`config.mk`:
```
export PLATFORM = sky130hd
export DESIGN_NAME = rns_mixed_radix
export DESIGN_NICKNAME = d
export VERILOG_FILES = /design/src/rtl/rmr_pkg.sv /design/src/rtl/rmr_modsub.sv /design/src/rtl/rmr_mulconst.sv /design/src/rtl/rmr_ctrl.sv /design/src/rtl/rmr_datapath.sv /design/src/rtl/rns_mixed_radix.sv
export SDC_FILE = /design/constraint.sdc
export NUM_CORES = 1
export LEC_CHECK = 0
export ABC_AREA = 1
export BUFFER_PORTS_ARGS = -buffer_cell sky130_fd_sc_hd__buf_2
export CORE_UTILIZATION = 66
export CTS_CLUSTER_DIAMETER = 100
export CTS_CLUSTER_SIZE = 8
export DETAILED_ROUTE_END_ITERATION = 12
export HOLD_SLACK_MARGIN = 0.08
export PLACE_DENSITY = 0.93
export SYNTH_ARGS = -nofsm -noshare
export SYNTH_HDL_FRONTEND = slang
export SYNTH_SLANG_ARGS = --single-unit
export TNS_END_PERCENT = 30
```
`constraint.sdc`:
```
create_clock -name clk -period 8.9 [get_ports clk]
set_input_delay 0.445 -clock clk [delete_from_list [all_inputs] [get_ports clk]]
set_output_delay 0.445 -clock clk [all_outputs]
set_load 0.1 [all_outputs]
```
`src/rtl/rmr_pkg.sv`:
```
package rmr_pkg;
  localparam int DIGIT_W = 6;

  typedef struct packed {
    logic adv1;
    logic adv2;
    logic adv3;
  } rmrStrobe_t;
endpackage

```
`src/rtl/rmr_modsub.sv`:
```
// (a - b) mod M for operands already in 0..M-1
module rmr_modsub #(
  parameter int W = 6,
  parameter int M = 63
) (
  input  logic [W-1:0] a,
  input  logic [W-1:0] b,
  output logic [W-1:0] y
);
  localparam logic [W:0] MOD = (W+1)'(M);
  logic [W:0] sum;

  always_comb begin
    sum = {1'b0, a} + MOD - {1'b0, b};
    y = (sum >= MOD) ? W'(sum - MOD) : W'(sum);
  end
endmodule

```
`src/rtl/rmr_mulconst.sv`:
```
// (K * a) mod M for an operand already in 0..M-1
module rmr_mulconst #(
  parameter int W = 6,
  parameter int M = 31,
  parameter int K = 16
) (
  input  logic [W-1:0] a,
  output logic [W-1:0] y
);
  generate
    if (K == 1) begin : g_unit
      assign y = a;
    end else begin : g_scale
      localparam int PW = W + $clog2(K + 1);
      logic [PW-1:0] prod;
      assign prod = PW'(a) * PW'(K);
      assign y = W'(prod % PW'(M));
    end
  endgenerate
endmodule

```
`src/rtl/rmr_ctrl.sv`:
```
module rmr_ctrl
  import rmr_pkg::*;
(
  input  logic       clk,
  input  logic       rst,
  output rmrStrobe_t stb,
  output logic       validOut
);
  logic v1, v2, v3;

  always_ff @(posedge clk) begin
    if (rst) begin
      v1 <= 1'b0;
      v2 <= 1'b0;
      v3 <= 1'b0;
    end else begin
      v1 <= 1'b1;
      v2 <= v1;
      v3 <= v2;
    end
  end

  always_comb begin
    stb.adv1 = ~rst;
    stb.adv2 = v1;
    stb.adv3 = v2;
  end
  assign validOut = v3;

  // once valid, stays valid until reset
  p_valid_hold_r2: assert property (@(posedge clk) disable iff (rst)
    validOut |=> validOut);
  // the stages fill in order
  p_fill_order_r6: assert property (@(posedge clk) disable iff (rst)
    stb.adv3 |-> stb.adv2);
  // valid never appears on the first edge after reset
  p_valid_late_r2: assert property (@(posedge clk) disable iff (rst)
    $past(rst) |-> !validOut);
endmodule

```
`src/rtl/rmr_datapath.sv`:
```
module rmr_datapath
  import rmr_pkg::*;
#(
  parameter int DW    = 6,
  parameter int M1    = 64,
  parameter int M2    = 63,
  parameter int M3    = 31,
  parameter int INV12 = 1,
  parameter int INV13 = 16,
  parameter int INV23 = 1
) (
  input  logic          clk,
  input  logic          rst,
  input  rmrStrobe_t    stb,
  input  logic [DW-1:0] resA,
  input  logic [DW-1:0] resB,
  input  logic [DW-1:0] resC,
  output logic [DW-1:0] mrMid,
  output logic [DW-1:0] mrHigh,
  output logic          signNeg
);
  localparam int SIGN_BIT = $clog2(M3) - 1;

  // stage 1: operand reduction
  logic [DW-1:0] lowDigit;
  logic [DW-1:0] s1LowM2, s1ResB, s1LowM3, s1ResC;
  assign lowDigit = DW'(resA % M1);

  always_ff @(posedge clk) begin
    if (rst) begin
      s1LowM2 <= '0;
      s1ResB  <= '0;
      s1LowM3 <= '0;
      s1ResC  <= '0;
    end else if (stb.adv1) begin
      s1LowM2 <= DW'(lowDigit % M2);
      s1ResB  <= DW'(resB % M2);
      s1LowM3 <= DW'(lowDigit % M3);
      s1ResC  <= DW'(resC % M3);
    end
  end

  // stage 2: middle digit and scaled mod-M3 difference
  logic [DW-1:0] diffM2, midNext, diffM3, scaledM3;
  logic [DW-1:0] s2Mid, s2Scaled;

  rmr_modsub #(.W(DW), .M(M2)) u_subMid (.a(s1ResB), .b(s1LowM2), .y(diffM2));
  rmr_mulconst #(.W(DW), .M(M2), .K(INV12)) u_mulMid (.a(diffM2), .y(midNext));
  rmr_modsub #(.W(DW), .M(M3)) u_subTop (.a(s1ResC), .b(s1LowM3), .y(diffM3));
  rmr_mulconst #(.W(DW), .M(M3), .K(INV13)) u_mulTop (.a(diffM3), .y(scaledM3));

  always_ff @(posedge clk) begin
    if (rst) begin
      s2Mid    <= '0;
      s2Scaled <= '0;
    end else if (stb.adv2) begin
      s2Mid    <= midNext;
      s2Scaled <= scaledM3;
    end
  end

  // stage 3: top digit and sign
  logic [DW-1:0] midRed, midScaled, highNext;
  assign midRed = DW'(s2Mid % M3);

  rmr_mulconst #(.W(DW), .M(M3), .K(INV23)) u_mulMix (.a(midRed), .y(midScaled));
  rmr_modsub #(.W(DW), .M(M3)) u_subFin (.a(s2Scaled), .b(midScaled), .y(highNext));

  always_ff @(posedge clk) begin
    if (rst) begin
      mrMid   <= '0;
      mrHigh  <= '0;
      signNeg <= 1'b0;
    end else if (stb.adv3) begin
      mrMid   <= s2Mid;
      mrHigh  <= highNext;
      signNeg <= highNext[SIGN_BIT];
    end
  end

  p_clear_r1: assert property (@(posedge clk) disable iff (rst)
    $past(rst) |-> (mrMid == '0 && mrHigh == '0 && !signNeg));
  p_mid_range_r3: assert property (@(posedge clk) disable iff (rst)
    mrMid < DW'(M2));
  p_high_range_r4: assert property (@(posedge clk) disable iff (rst)
    mrHigh < DW'(M3));
  p_sign_set_r5: assert property (@(posedge clk) disable iff (rst)
    signNeg |-> mrHigh >= DW'(1 << SIGN_BIT));
  p_sign_clr_r5: assert property (@(posedge clk) disable iff (rst)
    !signNeg |-> mrHigh < DW'(1 << SIGN_BIT));
endmodule

```
`src/rtl/rns_mixed_radix.sv`:
```
module rns_mixed_radix
  import rmr_pkg::*;
#(
  parameter int M1    = 64,
  parameter int M2    = 63,
  parameter int M3    = 31,
  parameter int INV12 = 1,
  parameter int INV13 = 16,
  parameter int INV23 = 1
) (
  input  logic               clk,
  input  logic               rst,
  input  logic [DIGIT_W-1:0] resA,
  input  logic [DIGIT_W-1:0] resB,
  input  logic [DIGIT_W-1:0] resC,
  output logic [DIGIT_W-1:0] mrMid,
  output logic [DIGIT_W-1:0] mrHigh,
  output logic               signNeg,
  output logic               validOut
);
  rmrStrobe_t stb;

  rmr_ctrl u_ctrl (
    .clk(clk), .rst(rst), .stb(stb), .validOut(validOut)
  );

  rmr_datapath #(
    .DW(DIGIT_W), .M1(M1), .M2(M2), .M3(M3),
    .INV12(INV12), .INV13(INV13), .INV23(INV23)
  ) u_dp (
    .clk(clk), .rst(rst), .stb(stb),
    .resA(resA), .resB(resB), .resC(resC),
    .mrMid(mrMid), .mrHigh(mrHigh), .signNeg(signNeg)
  );
endmodule

```
=== After elaboration in Yosys (flattened, before gate mapping) ===
Index checks and enable logic that the tools add are counted.

* Add/subtract/negate cells: 9
* Multiply operators: 0
* Div/mod/pow operators: 6
* Magnitude comparators: 3
* Eq/ne operators: 0
* Shift operators: 0
* Mux-type cells: 4
* Bitwise operators: 0
* Reductions and logical operators: 0

{| class="wikitable"
|+ Operators with widths
! operator !! count
|-
| modulo 6 x 5 -> 32 bit, second input constant || 3
|-
| modulo 6 x 6 -> 32 bit, second input constant || 2
|-
| subtractor 7 x 6 -> 7 bit || 3
|-
| 2-to-1 mux 6 bit || 3
|-
| adder 6 x 5 -> 7 bit, second input constant || 2
|-
| >= comparator 7 x 5 -> 1 bit, second input constant || 2
|-
| subtractor 6 x 5 -> 6 bit, second input constant || 2
|-
| modulo 10 x 5 -> 11 bit, second input constant || 1
|-
| adder 6 x 6 -> 7 bit, second input constant || 1
|-
| >= comparator 7 x 6 -> 1 bit, second input constant || 1
|-
| subtractor 6 bit, second input constant || 1
|-
| 2-to-1 mux 1 bit || 1
|}

* Flip-flop bits (word level): 52
* Bits in latches: 0
* Bits in writable memories: 0
* Memory bits (read-only): 0
* Output and inout bits: 14
* Word-level logic and storage cells: 34
* Memories kept: 0

=== Longest topological paths before layout ===
Gate-level depths: netlist of the first run.

* Depth in word-level cells: 5
* Mapped depth: 40
* Depth with buffers taken out: 40

=== Modules after synthesis ===
From an unflattened synthesis of the first run, not the netlist that was laid out.

* Cells, all modules: 791
* Area total of the unflattened synthesis: 5109.9 um^2

{| class="wikitable"
|+ By module, submodules not included
! module !! times used !! cells each !! area each (um^2) !! sequential area each (um^2)
|-
| rmr_datapath || 1 || 417 || 2802.7 || 960.9
|-
| rmr_modsub (u_dp.u_subFin ...) || 2 || 88 || 558.0 || 0.0
|-
| rmr_mulconst (u_dp.u_mulTop) || 1 || 92 || 508.0 || 0.0
|-
| rmr_modsub (u_dp.u_subMid) || 1 || 84 || 499.2 || 0.0
|-
| rmr_ctrl || 1 || 10 || 93.8 || 60.1
|-
| rmr_mulconst (u_dp.u_mulMid ...) || 2 || 6 || 45.0 || 0.0
|}

=== Worst setup path before layout of the first run ===
OpenSTA, ideal clock, no wires.

* Path type: register to register
* From: register u_dp.s1LowM3[1]
* To: register u_dp.s2Scaled[0]
* Arrival: 4.477 ns
* Path slack: 4.314 ns
* Cell stages (with the launch flop): 36
* Period minus slack after synthesis: 4.586 ns
* Path through: dfxtp_1 inv_1 ha_1 ha_1 fa_1 nand3_1 nor2_1 nand3_2 nand2_4 o21ai_0 nand2_1 inv_1 ha_1 inv_1 nand4_2 nand2_2 nor2_4 nand2_4 nand2_2 nand2_2 nand2_2 inv_2 ha_1 nand2_4 nand3_1 and2_1 ha_1 nand3_1 nor2_1 nand3_1 nand2_1 nand3_2 nand2_1 nand2_1 nand2_1 inv_1

* Word-level cells in the longest chain between the ends: 4

{| class="wikitable"
|+ RTL lines
! element !! line !! text
|-
| start, declared || rmr_datapath.sv:26 || <nowiki>logic [DW-1:0] s1LowM2, s1ResB, s1LowM3, s1ResC;</nowiki>
|-
| start signal, assigned || rmr_datapath.sv:38 || <nowiki>s1LowM3 <= DW'(lowDigit % M3);</nowiki>
|-
| subtractor 7 x 6 -> 7 bit (*) || rmr_modsub.sv:14 || <nowiki>sum = {1'b0, a} + MOD - {1'b0, b};</nowiki>
|-
| subtractor 6 x 5 -> 6 bit / >= comparator 7 x 5 -> 1 bit (equally long branches) || rmr_modsub.sv:15 || <nowiki>y = (sum >= MOD) ? W'(sum - MOD) : W'(sum);</nowiki>
|-
| 2-to-1 mux 6 bit (*) || rmr_modsub.sv:15 ||
|-
| modulo 10 x 5 -> 11 bit (*) || rmr_mulconst.sv:17 || <nowiki>assign y = W'(prod % PW'(M));</nowiki>
|-
| end signal, assigned || rmr_datapath.sv:58 || <nowiki>s2Scaled <= scaledM3;</nowiki>
|-
| end, declared || rmr_datapath.sv:45 || <nowiki>logic [DW-1:0] s2Mid, s2Scaled;</nowiki>
|}

Every way passes the cells marked *; elsewhere a longest branch is shown, timed or not.
A chain may end at the register's enable or synchronous reset.

=== Worst setup path after layout of the first run ===
* From: register u_dp.s2Mid[1]
* To: register u_dp.mrHigh[3]

* Word-level cells in the longest chain between the ends: 4

{| class="wikitable"
|+ RTL lines
! element !! line !! text
|-
| start, declared || rmr_datapath.sv:45 ||
|-
| start signal, assigned || rmr_datapath.sv:57 || <nowiki>s2Mid <= midNext;</nowiki>
|-
| modulo 6 x 5 -> 32 bit (*) || rmr_datapath.sv:64 || <nowiki>assign midRed = DW'(s2Mid % M3);</nowiki>
|-
| subtractor 7 x 6 -> 7 bit (*) || rmr_modsub.sv:14 ||
|-
| subtractor 6 x 5 -> 6 bit / >= comparator 7 x 5 -> 1 bit (equally long branches) || rmr_modsub.sv:15 ||
|-
| 2-to-1 mux 6 bit (*) || rmr_modsub.sv:15 ||
|-
| end signal, assigned || rmr_datapath.sv:76 || <nowiki>mrHigh <= highNext;</nowiki>
|-
| end, declared || rmr_datapath.sv:19 || <nowiki>output logic [DW-1:0] mrHigh,</nowiki>
|}

Marked as above.

==> results of run 1 <==
==> registers in the layout, indices dropped and copies added (netlist names) <==
name             flops
u_dp.s1ResB          6
u_dp.mrMid           6
u_ctrl.validOut      1
u_dp.s1LowM2         6
u_dp.s1ResC          6
u_dp.s2Scaled        6
u_dp.s1LowM3         6
u_dp.s2Mid           6
u_ctrl.v2            1
u_ctrl.v1            1
u_dp.mrHigh          6
==> critical path: cells and delay by family, from the launching register on <==
kind                     cells  cell delay [ns]
AND/OR/NAND/NOR             12             1.71
AO/OA/AOI/OAI                5             1.25
adder cells (fa/ha/maj)      3             0.80
XOR/XNOR                     4             0.73
buffers and inverters        5             0.46
flip-flops                   1             0.41
==> through the flow <==
| step | hold slack [ns] | utilization |
|---|---|---|
| 3_3_place_gp | 0.453 | 0.725 |
| 6_report | 0.354 | 0.746 |
| 4_1_cts | 0.362 | 0.746 |
| 3_5_place_dp | 0.457 | 0.725 |
| 5_1_grt | 0.362 | 0.746 |
| 2_1_floorplan | 0.445 | - |
==> synthesized netlist by cell type, types with 6 or more instances <==
cell type / n / area [um2]
xor2_1: 18 / 158
inv_1: 105 / 394
a21oi_1: 39 / 195
dfxtp_1: 51 / 1020
nor2_1: 40 / 150
clkbuf_1: 6 / 22.5
ha_1: 47 / 588
o21ai_1: 7 / 35.0
nand2_1: 100 / 375
nand3_1: 37 / 185
nor3_1: 14 / 70.1
nand2_2: 12 / 75.1
o21ai_0: 40 / 200
xnor2_1: 10 / 87.6
==> power by group through the flow <==
stage	Clock (mW)	Combinational, mW	Sequential [mW]
floorplan	0	0.590	0.335
global placement	0	0.743	0.278
detailed placement	0	0.779	0.279
CTS	0.173	0.794	0.275
global route	0.182	0.892	0.279
finish	0.175	0.804	0.276
==> metal layers <==
metal | wire length (um) | up-vias | track usage
met5 | 0 | - | 0
met4 | 187 | 0 | 0.116
met3 | 413 | 25 | 0.0674
met2 | 4750 | 111 | 0.559
met1 | 3960 | 1804 | 0.337
li1 | - | 1973 | -
==> cell type report <==
class / count / area (um2) / share of cell area
multi-input combinational: 419 / 2620 / 0.591
clock buffer: 6 / 82.6 / 0.0186
sequential: 51 / 1020 / 0.230
inverter: 111 / 417 / 0.0938
tap: 75 / 93.8 / 0.0211
timing repair buffer: 33 / 165 / 0.0372
clock inverter: 2 / 38.8 / 0.00873
==> worst min path at each step <==
stage,from,end,slack (ns),depth (start not counted)
finish,resB[3],u_dp.s1ResB[3],0.35,3
global route,resB[5],u_dp.s1ResB[5],0.36,3
CTS,resB[3],u_dp.s1ResB[3],0.36,3
detailed placement,u_dp.mrHigh[1],u_dp.mrHigh[1],0.46,2
global placement,u_dp.mrHigh[5],u_dp.mrHigh[5],0.45,2
floorplan,u_dp.s2Scaled[5],u_dp.s2Scaled[5],0.45,2
==> cell families (layout without fill, tap and decap cells) <==
logic type      Yosys count  in the layout  share of synthesized area
simple gates            235            235                      0.280
xor+xnor                 28             28                     0.0598
compound gates          104            104                      0.137
mux                       2              2                    0.00488
flops                    51             51                      0.249
buf+inv                 120            152                      0.111
fa+ha+maj                50             50                      0.158
==> results.sh, run 1 <==
export IMPL_status="complete, no violations"
export IMPL_critPathCaptureType="register"
export IMPL_drive_gt1_frac=0.127
export IMPL_postCtsSetupBuffers=0
export IMPL_final_antenna_net_count=0
export IMPL_drv_cap=0
export IMPL_crit_type="reg -> reg"
export IMPL_setup_ws_ns=3.45
export IMPL_place_area_mm2=0.00432
export IMPL_drv_slew=0
export IMPL_power_total_mw=1.26
export IMPL_fmax_mhz=183
export IMPL_design_area_mm2=0.00444
export IMPL_post_dp_hpwl_um=6810
export IMPL_vias=3913
export IMPL_final_cells=697
export IMPL_grt_pass1_vias=3714
export IMPL_ioPinCount=34
export IMPL_avgViaCountPerCell=5.61
export IMPL_worst_path_max_fanout=7
export IMPL_leakage_nw=2.31
export IMPL_synth_ff_type="dfxtp_1"
export IMPL_syn_inst=590
export IMPL_core_mm2=0.00596
export IMPL_reg2reg_slack_ns=3.45
export IMPL_dp_cells=689
export IMPL_io_buffers=33
export IMPL_cts_tree="built"
export IMPL_die_x_um=80.8
export IMPL_cp_slowest_cell="o21ai_1"
export IMPL_path_common_cell="inv_1"
export IMPL_max_stage_delay_ns=0.45
export IMPL_hold_violations=0
export IMPL_p_int_mw=0.620
export IMPL_cp_startpoint="u_dp.s2Mid[1]"
export IMPL_grt_max_degree=33
export IMPL_grt_ovfl_total=0
export IMPL_crit_end="u_dp.mrHigh[3]"
export IMPL_start_kind="register"
export IMPL_power_density_mw_per_mm2=283
export IMPL_final_net_count=691
export IMPL_rows=28
export IMPL_cts_root_buffer="clkbuf_8"
export IMPL_clock_sinks=51
export IMPL_setup_tns_ns=0
export IMPL_ys_seq_elements=51
export IMPL_power_frac_seq=0.220
export IMPL_postCtsHoldBufs=0
export IMPL_netlist_area_mm2=0.00410
export IMPL_clk_path_buf_depth=2
export IMPL_setup_viol=0
export IMPL_ff2ff_path_depth=29
export IMPL_start_util=0.688
export IMPL_clk_pin_slew_ns=0.10
export IMPL_clock_latency_ns=0.32
export IMPL_switching_power_mw=0.635
export IMPL_reg2reg_from="u_dp.s2Mid[1]"
export IMPL_area_growth_pct=8.33
export IMPL_antenna_found_initial=0
export IMPL_rsz0062_at_grt="false"
export IMPL_synth_edf_count=0
export IMPL_arrival_ns=5.67
export IMPL_grt_use_total=0.304
export IMPL_yosys_warnings=0
export IMPL_nFillCells=457
export IMPL_p_sw_frac=0.506
export IMPL_pre_cts_ws_ns=3.87
export IMPL_wl_per_cell_um=13.4
export IMPL_p_clk_frac=0.139
export IMPL_tightest_slew_ns=0.910
export IMPL_skew_ns=0.0121
export IMPL_synth_cell_type_count=43
export IMPL_routed_wl_um=9310
export IMPL_cts_max_level=2
export IMPL_die_area_mm2=0.00653
export IMPL_grt_pass1_wl_um=15700
export IMPL_hold_path_class="in -> reg"
export IMPL_final_common_cell="inv_1"
export IMPL_place_congestion=0.842
export IMPL_yosysSeqAreaShare=0.249
export IMPL_firstDrtPassIters=7
export IMPL_final_cell_mix="inv_1 (105), nand2_1 (100), dfxtp_1 (51), ha_1 (47)"
export IMPL_drc=0
export IMPL_cts_made_buffers=5
export IMPL_combinationalPowerShare=0.641
export IMPL_fp_dieH_um=80.8
export IMPL_slew_headroom=0.393
export IMPL_irDropWorstVdd_uv=183
export IMPL_period_share=0.613
export IMPL_dr_first_iter_drc_count=282
export IMPL_ctsResizeCount=0
export IMPL_syn_nets=660
export IMPL_fin_crit_ns=5.45
export IMPL_antenna_cells=0
export IMPL_rr_endpoint="u_dp.mrHigh[3]"
export IMPL_avgSynthCellArea_um2=6.95
export IMPL_synthArstFlopShare=0
export IMPL_required_ns=9.11
Note: power is estimated with default switching activity, not from simulation.
==> inputs of run 2 (changes only) <==
- CORE_UTILIZATION: 66 -> 61
- PLACE_DENSITY: 0.93 -> 0.87
- clock period: 8.9 -> 5.7 ns (I/O delays scaled with it)
==> run 2 against run 1 <==
Die area up 8.0%. The flow now finishes with violations (DRC). Wire length down 11%. Clock power increased by 26%. Setup slack worse by 2.8 ns. Hold slack lost 0.14 ns. First-iteration DRC count shrank 36%. Sequential cell count is the same. Largest power group unchanged. Sequential power is 55% higher. Final cell count is 0.29% higher. Non-clock buffer count unchanged. Maximum frequency rose by 8.1%.
==> results.sh, run 2 (synthesized netlist as in run 1, its figures left out) <==
export IMPL_status="finished, violations left"
export IMPL_violations="DRC"
export IMPL_area_growth_pct=7.78
export IMPL_power_density_mw_per_mm2=424
export IMPL_period_share=0.885
export IMPL_grt_ovfl_total=0
export IMPL_drv_slew=0
export IMPL_grt_pass1_vias=3718
export IMPL_ioPinCount=34
export IMPL_skew_ns=0.0104
export IMPL_hp_start="resB[4]"
export IMPL_die_area_mm2=0.00705
export IMPL_dp_cells=691
export IMPL_fin_crit_ns=5.04
export IMPL_avgViaCountPerCell=5.45
export IMPL_start_kind="register"
export IMPL_nFillCells=531
export IMPL_ctsResizeCount=0
export IMPL_cp_slowest_cell="fa_1"
export IMPL_clk_pin_slew_ns=0.09
export IMPL_worst_path_max_fanout=6
export IMPL_max_stage_delay_ns=0.58
export IMPL_irDropWorstVdd_uv=201
export IMPL_rows=29
export IMPL_drc=2
export IMPL_clk_path_buf_depth=2
export IMPL_die_x_um=84.0
export IMPL_fp_dieH_um=84.0
export IMPL_final_antenna_net_count=0
export IMPL_rsz0062_at_grt="false"
export IMPL_postCtsSetupBuffers=0
export IMPL_clock_latency_ns=0.30
export IMPL_final_cells=699
export IMPL_final_net_count=691
export IMPL_cts_made_buffers=5
export IMPL_required_ns=5.90
export IMPL_grt_use_total=0.251
export IMPL_reg2reg_slack_ns=0.66
export IMPL_worstHoldPathCells=3
export IMPL_rr_endpoint="u_dp.s2Scaled[0]"
export IMPL_final_common_cell="inv_1"
export IMPL_min_to="u_dp.s1ResB[4]"
export IMPL_firstDrtPassIters=9
export IMPL_routed_wl_um=8250
export IMPL_post_dp_hpwl_um=6520
export IMPL_drv_cap=0
export IMPL_leakage_nw=2.30
export IMPL_core_mm2=0.00642
export IMPL_drive_gt1_frac=0.127
export IMPL_antenna_cells=0
export IMPL_cts_tree="built"
export IMPL_reg2reg_from="u_dp.s1LowM3[1]"
export IMPL_final_cell_mix="inv_1 (105), nand2_1 (100), dfxtp_1 (51), ha_1 (47)"
export IMPL_grt_pass1_wl_um=14700
export IMPL_antenna_found_initial=0
export IMPL_clock_sinks=51
export IMPL_postCtsHoldBufs=0
export IMPL_grt_max_degree=33
export IMPL_crit_type="reg -> reg"
export IMPL_wl_per_cell_um=11.8
export IMPL_io_buffers=33
export IMPL_hold_violations=0
export IMPL_hold_path_class="in -> reg"
export IMPL_fmax_mhz=198
export IMPL_slew_headroom=0.402
export IMPL_start_util=0.638
export IMPL_vias=3812
export IMPL_place_congestion=0.846
export IMPL_cts_root_buffer="clkbuf_8"
export IMPL_dr_first_iter_drc_count=180
export IMPL_ff2ff_path_depth=35
export IMPL_setup_viol=0
export IMPL_cts_max_level=2
export IMPL_tightest_slew_ns=0.896
export IMPL_setup_tns_ns=0
export IMPL_arrival_ns=5.24
export IMPL_critPathCaptureType="register"
[run 2: layout make-up]
class                           instances  area, um2  area share
Multi-Input combinational cell        419       2620       0.594
Tap cell                               77       96.3      0.0218
Clock buffer                            6       82.6      0.0187
Sequential cell                        51       1020       0.231
Inverter                              111        417      0.0943
Clock inverter                          2       13.8     0.00311
Timing Repair Buffer                   33        165      0.0374
[run 2: layer usage]
layer | track usage | vias up | part of all wire
met3 | 0.0356 | 21 | 0.039
met4 | 0.0846 | 0 | 0.023
li1 | - | 1982 | -
met2 | 0.473 | 90 | 0.50
met1 | 0.286 | 1719 | 0.43
met5 | 0 | - | 0
[run 2: worst max-delay path by stage]
| stage | from | cells past startpoint | endpoint | slack, ns |
|---|---|---|---|---|
| final | u_dp.s1LowM3[1] | 35 | u_dp.s2Scaled[0] | 0.66 |
| after detailed placement | u_dp.s1LowM3[1] | 35 | u_dp.s2Scaled[0] | 0.69 |
| after global placement | u_dp.s1LowM3[1] | 35 | u_dp.s2Scaled[0] | 0.81 |
| after floorplan | u_dp.s1LowM3[1] | 35 | u_dp.s2Scaled[0] | 1.11 |
| after CTS | u_dp.s1LowM3[1] | 35 | u_dp.s2Scaled[0] | 0.65 |
| after global routing | u_dp.s1LowM3[1] | 35 | u_dp.s2Scaled[0] | 0.13 |
[run 2: report_power, final]
part	internal [mW]	total (mW)	switching (mW)	leakage [nW]
logic	0.421	1.22	0.803	1.82
registers	0.400	0.429	0.0291	0.423
clock network	0.0995	0.221	0.121	0.0516
total	0.921	1.87	0.954	2.30
[run 2: worst max-delay path, delay by kind of cell, from the launching register on]
| family | cells | cell delay, ns |
|---|---|---|
| and+or+nand+nor | 23 | 2.37 |
| adders and majority gates | 6 | 1.88 |
| DFF | 1 | 0.33 |
| buffers and inverters | 5 | 0.28 |
| AOI/OAI and AO/OA | 1 | 0.10 |
[run 2: through the flow]
step	hold WS [ns]	setup WS (ns)	cell area [um2]	utilization	total power, mW
2_1_floorplan	0.375	1.11	4100	-	1.45
3_3_place_gp	0.452	0.810	4320	0.673	1.60
3_5_place_dp	0.463	0.687	4320	0.673	1.64
4_1_cts	0.209	0.652	4420	0.688	1.87
5_1_grt	0.211	0.128	4420	0.688	2.07
6_report	0.215	0.657	4420	0.688	1.87
==> inputs of run 3 (changes only) <==
- CORE_UTILIZATION: 61 -> 63
- CTS_BUF_LIST: not set -> sky130_fd_sc_hd__clkbuf_2 sky130_fd_sc_hd__clkbuf_4 sky130_fd_sc_hd__clkbuf_8
- PLACE_DENSITY: 0.87 -> 0.89
==> run 3 against run 2 <==
Utilization is 1.2 points higher. Highest routed layer unchanged. Sequential power hardly changed. Clock skew is 0.0017 ns higher. Combinational power hardly changed. The run now ends clean. Non-clock buffer count stayed put. Register-to-register slack hardly changed. Sequential cell count stayed put. Maximum frequency hardly changed. Largest cell class unchanged. Clock power is 2% lower. Die area is 3.1% lower. First-iteration DRC count is 11% lower.
==> results.sh, run 3 (synthesized netlist as in run 1, its figures left out) <==
export IMPL_cts_max_level=2
export IMPL_die_x_um=82.7
export IMPL_multi_input_area_mm2=0.00263
export IMPL_tightest_slew_ns=0.927
export IMPL_final_common_cell="inv_1"
export IMPL_setup_viol=0
export IMPL_start_kind="register"
export IMPL_setup_tns_ns=0
export IMPL_design_area_mm2=0.00442
export IMPL_avgViaCountPerCell=5.58
export IMPL_io_buffers=33
export IMPL_clk_path_buf_depth=2
export IMPL_grt_pass1_wl_um=14100
export IMPL_slew_headroom=0.381
export IMPL_fin_crit_ns=5.04
export IMPL_status="complete, no violations"
export IMPL_max_stage_delay_ns=0.57
export IMPL_drc=0
export IMPL_place_congestion=0.901
export IMPL_final_cell_mix="inv_1 (105), nand2_1 (100), dfxtp_1 (51), ha_1 (47)"
export IMPL_drv_cap=0
export IMPL_clock_sinks=51
export IMPL_ioPinCount=34
export IMPL_drv_slew=0
export IMPL_cts_root_buffer="clkbuf_8"
export IMPL_wl_per_cell_um=11.9
export IMPL_firstDrtPassIters=4
export IMPL_cp_slowest_cell="fa_1"
export IMPL_dr_first_iter_drc_count=161
export IMPL_vias=3897
export IMPL_power_density_mw_per_mm2=427
export IMPL_hold_slack_ns=0.200
export IMPL_fp_dieH_um=82.7
export IMPL_final_antenna_net_count=0
export IMPL_seq_area_mm2=0.00102
export IMPL_period_share=0.885
export IMPL_start_util=0.649
export IMPL_post_dp_hpwl_um=6670
export IMPL_arrival_ns=5.25
export IMPL_leakage_nw=2.30
export IMPL_clk_pin_slew_ns=0.10
export IMPL_drive_gt1_frac=0.129
export IMPL_nFillCells=521
export IMPL_clock_latency_ns=0.31
export IMPL_core_mm2=0.00631
export IMPL_rsz0062_at_grt="false"
export IMPL_hold_path_class="in -> reg"
export IMPL_worst_path_max_fanout=6
export IMPL_antenna_cells=0
export IMPL_power_total_mw=1.89
export IMPL_grt_pass1_vias=3601
export IMPL_grt_use_total=0.262
export IMPL_fmax_mhz=198
export IMPL_routed_wl_um=8350
export IMPL_rows=29
export IMPL_cts_tree="built"
export IMPL_crit_type="reg -> reg"
export IMPL_place_area_mm2=0.00432
export IMPL_antenna_found_initial=0
export IMPL_grt_max_degree=33
export IMPL_postCtsHoldBufs=0
export IMPL_die_area_mm2=0.00684
export IMPL_hold_violations=0
export IMPL_area_growth_pct=7.78
export IMPL_critPathCaptureType="register"
export IMPL_skew_ns=0.0120
export IMPL_final_net_count=691
export IMPL_required_ns=5.91
export IMPL_irDropWorstVdd_uv=218
export IMPL_grt_ovfl_total=0
export IMPL_cts_made_buffers=5
==> run 3: cell types whose count changed in the layout (fill, tap and decap cells not counted), sizes merged <==
cell | before | now
clkinvlp | 0 | 1
clkbuf | 6 | 5
==> run 3: worst paths after layout <==
check | from | to | slack, ns | depth (start not counted)
setup / recovery | u_dp.s1LowM3[1] | u_dp.s2Scaled[0] | 0.66 | 35
hold reg to reg | u_dp.mrHigh[1] | u_dp.mrHigh[1] | 0.47 | 2
hold / removal | resB[3] | u_dp.s1ResB[3] | 0.20 | 3
setup reg to reg | u_dp.s1LowM3[1] | u_dp.s2Scaled[0] | 0.66 | 35
==> run 3: stage by stage <==
| step | setup slack [ns] | std cells | utilization |
|---|---|---|---|
| 6_report | 0.658 | 699 | 0.700 |
| 5_1_grt | 0.0441 | 699 | 0.700 |
| 4_1_cts | 0.636 | 699 | 0.699 |
| 3_5_place_dp | 0.709 | 691 | 0.685 |
| 3_3_place_gp | 0.931 | 691 | 0.685 |
| 2_1_floorplan | 1.11 | 590 | - |
==> run 3: metal layers <==
layer,track usage,up-vias,share of wire,routed length [um]
met5,0,-,0,0
li1,-,1988,-,-
met3,0.0385,32,0.039,327
met4,0.141,0,0.032,263
met2,0.473,99,0.50,4150
met1,0.294,1778,0.43,3600
==> run 3: timing repair <==
item                       4_1_cts  5_1_grt
setup endpoints to repair        0        2
gates resized for setup          0        1
setup buffers                    0        0
==> run 3: where the power goes <==
part | switching [mW] | internal (mW)
Sequential | 0.0280 | 0.400
Combinational | 0.818 | 0.424
Clock | 0.128 | 0.0888
==> run 3: layout make-up <==
| cell class | instances | area share |
|---|---|---|
| clock inverter | 3 | 0.00538 |
| tap | 77 | 0.0218 |
| multi-input combinational | 419 | 0.595 |
| sequential | 51 | 0.231 |
| inverter | 111 | 0.0943 |
| timing repair buffer | 33 | 0.0374 |
| clock buffer | 5 | 0.0156 |
==> run 3: worst max-delay path: cells and delay by family, from the launching register on <==
family	cells	cell delay, ns
AO/OA/AOI/OAI	1	0.09
adder cells (fa/ha/maj)	6	1.88
buffers and inverters	5	0.30
flip-flops	1	0.32
AND/OR/NAND/NOR	23	2.36
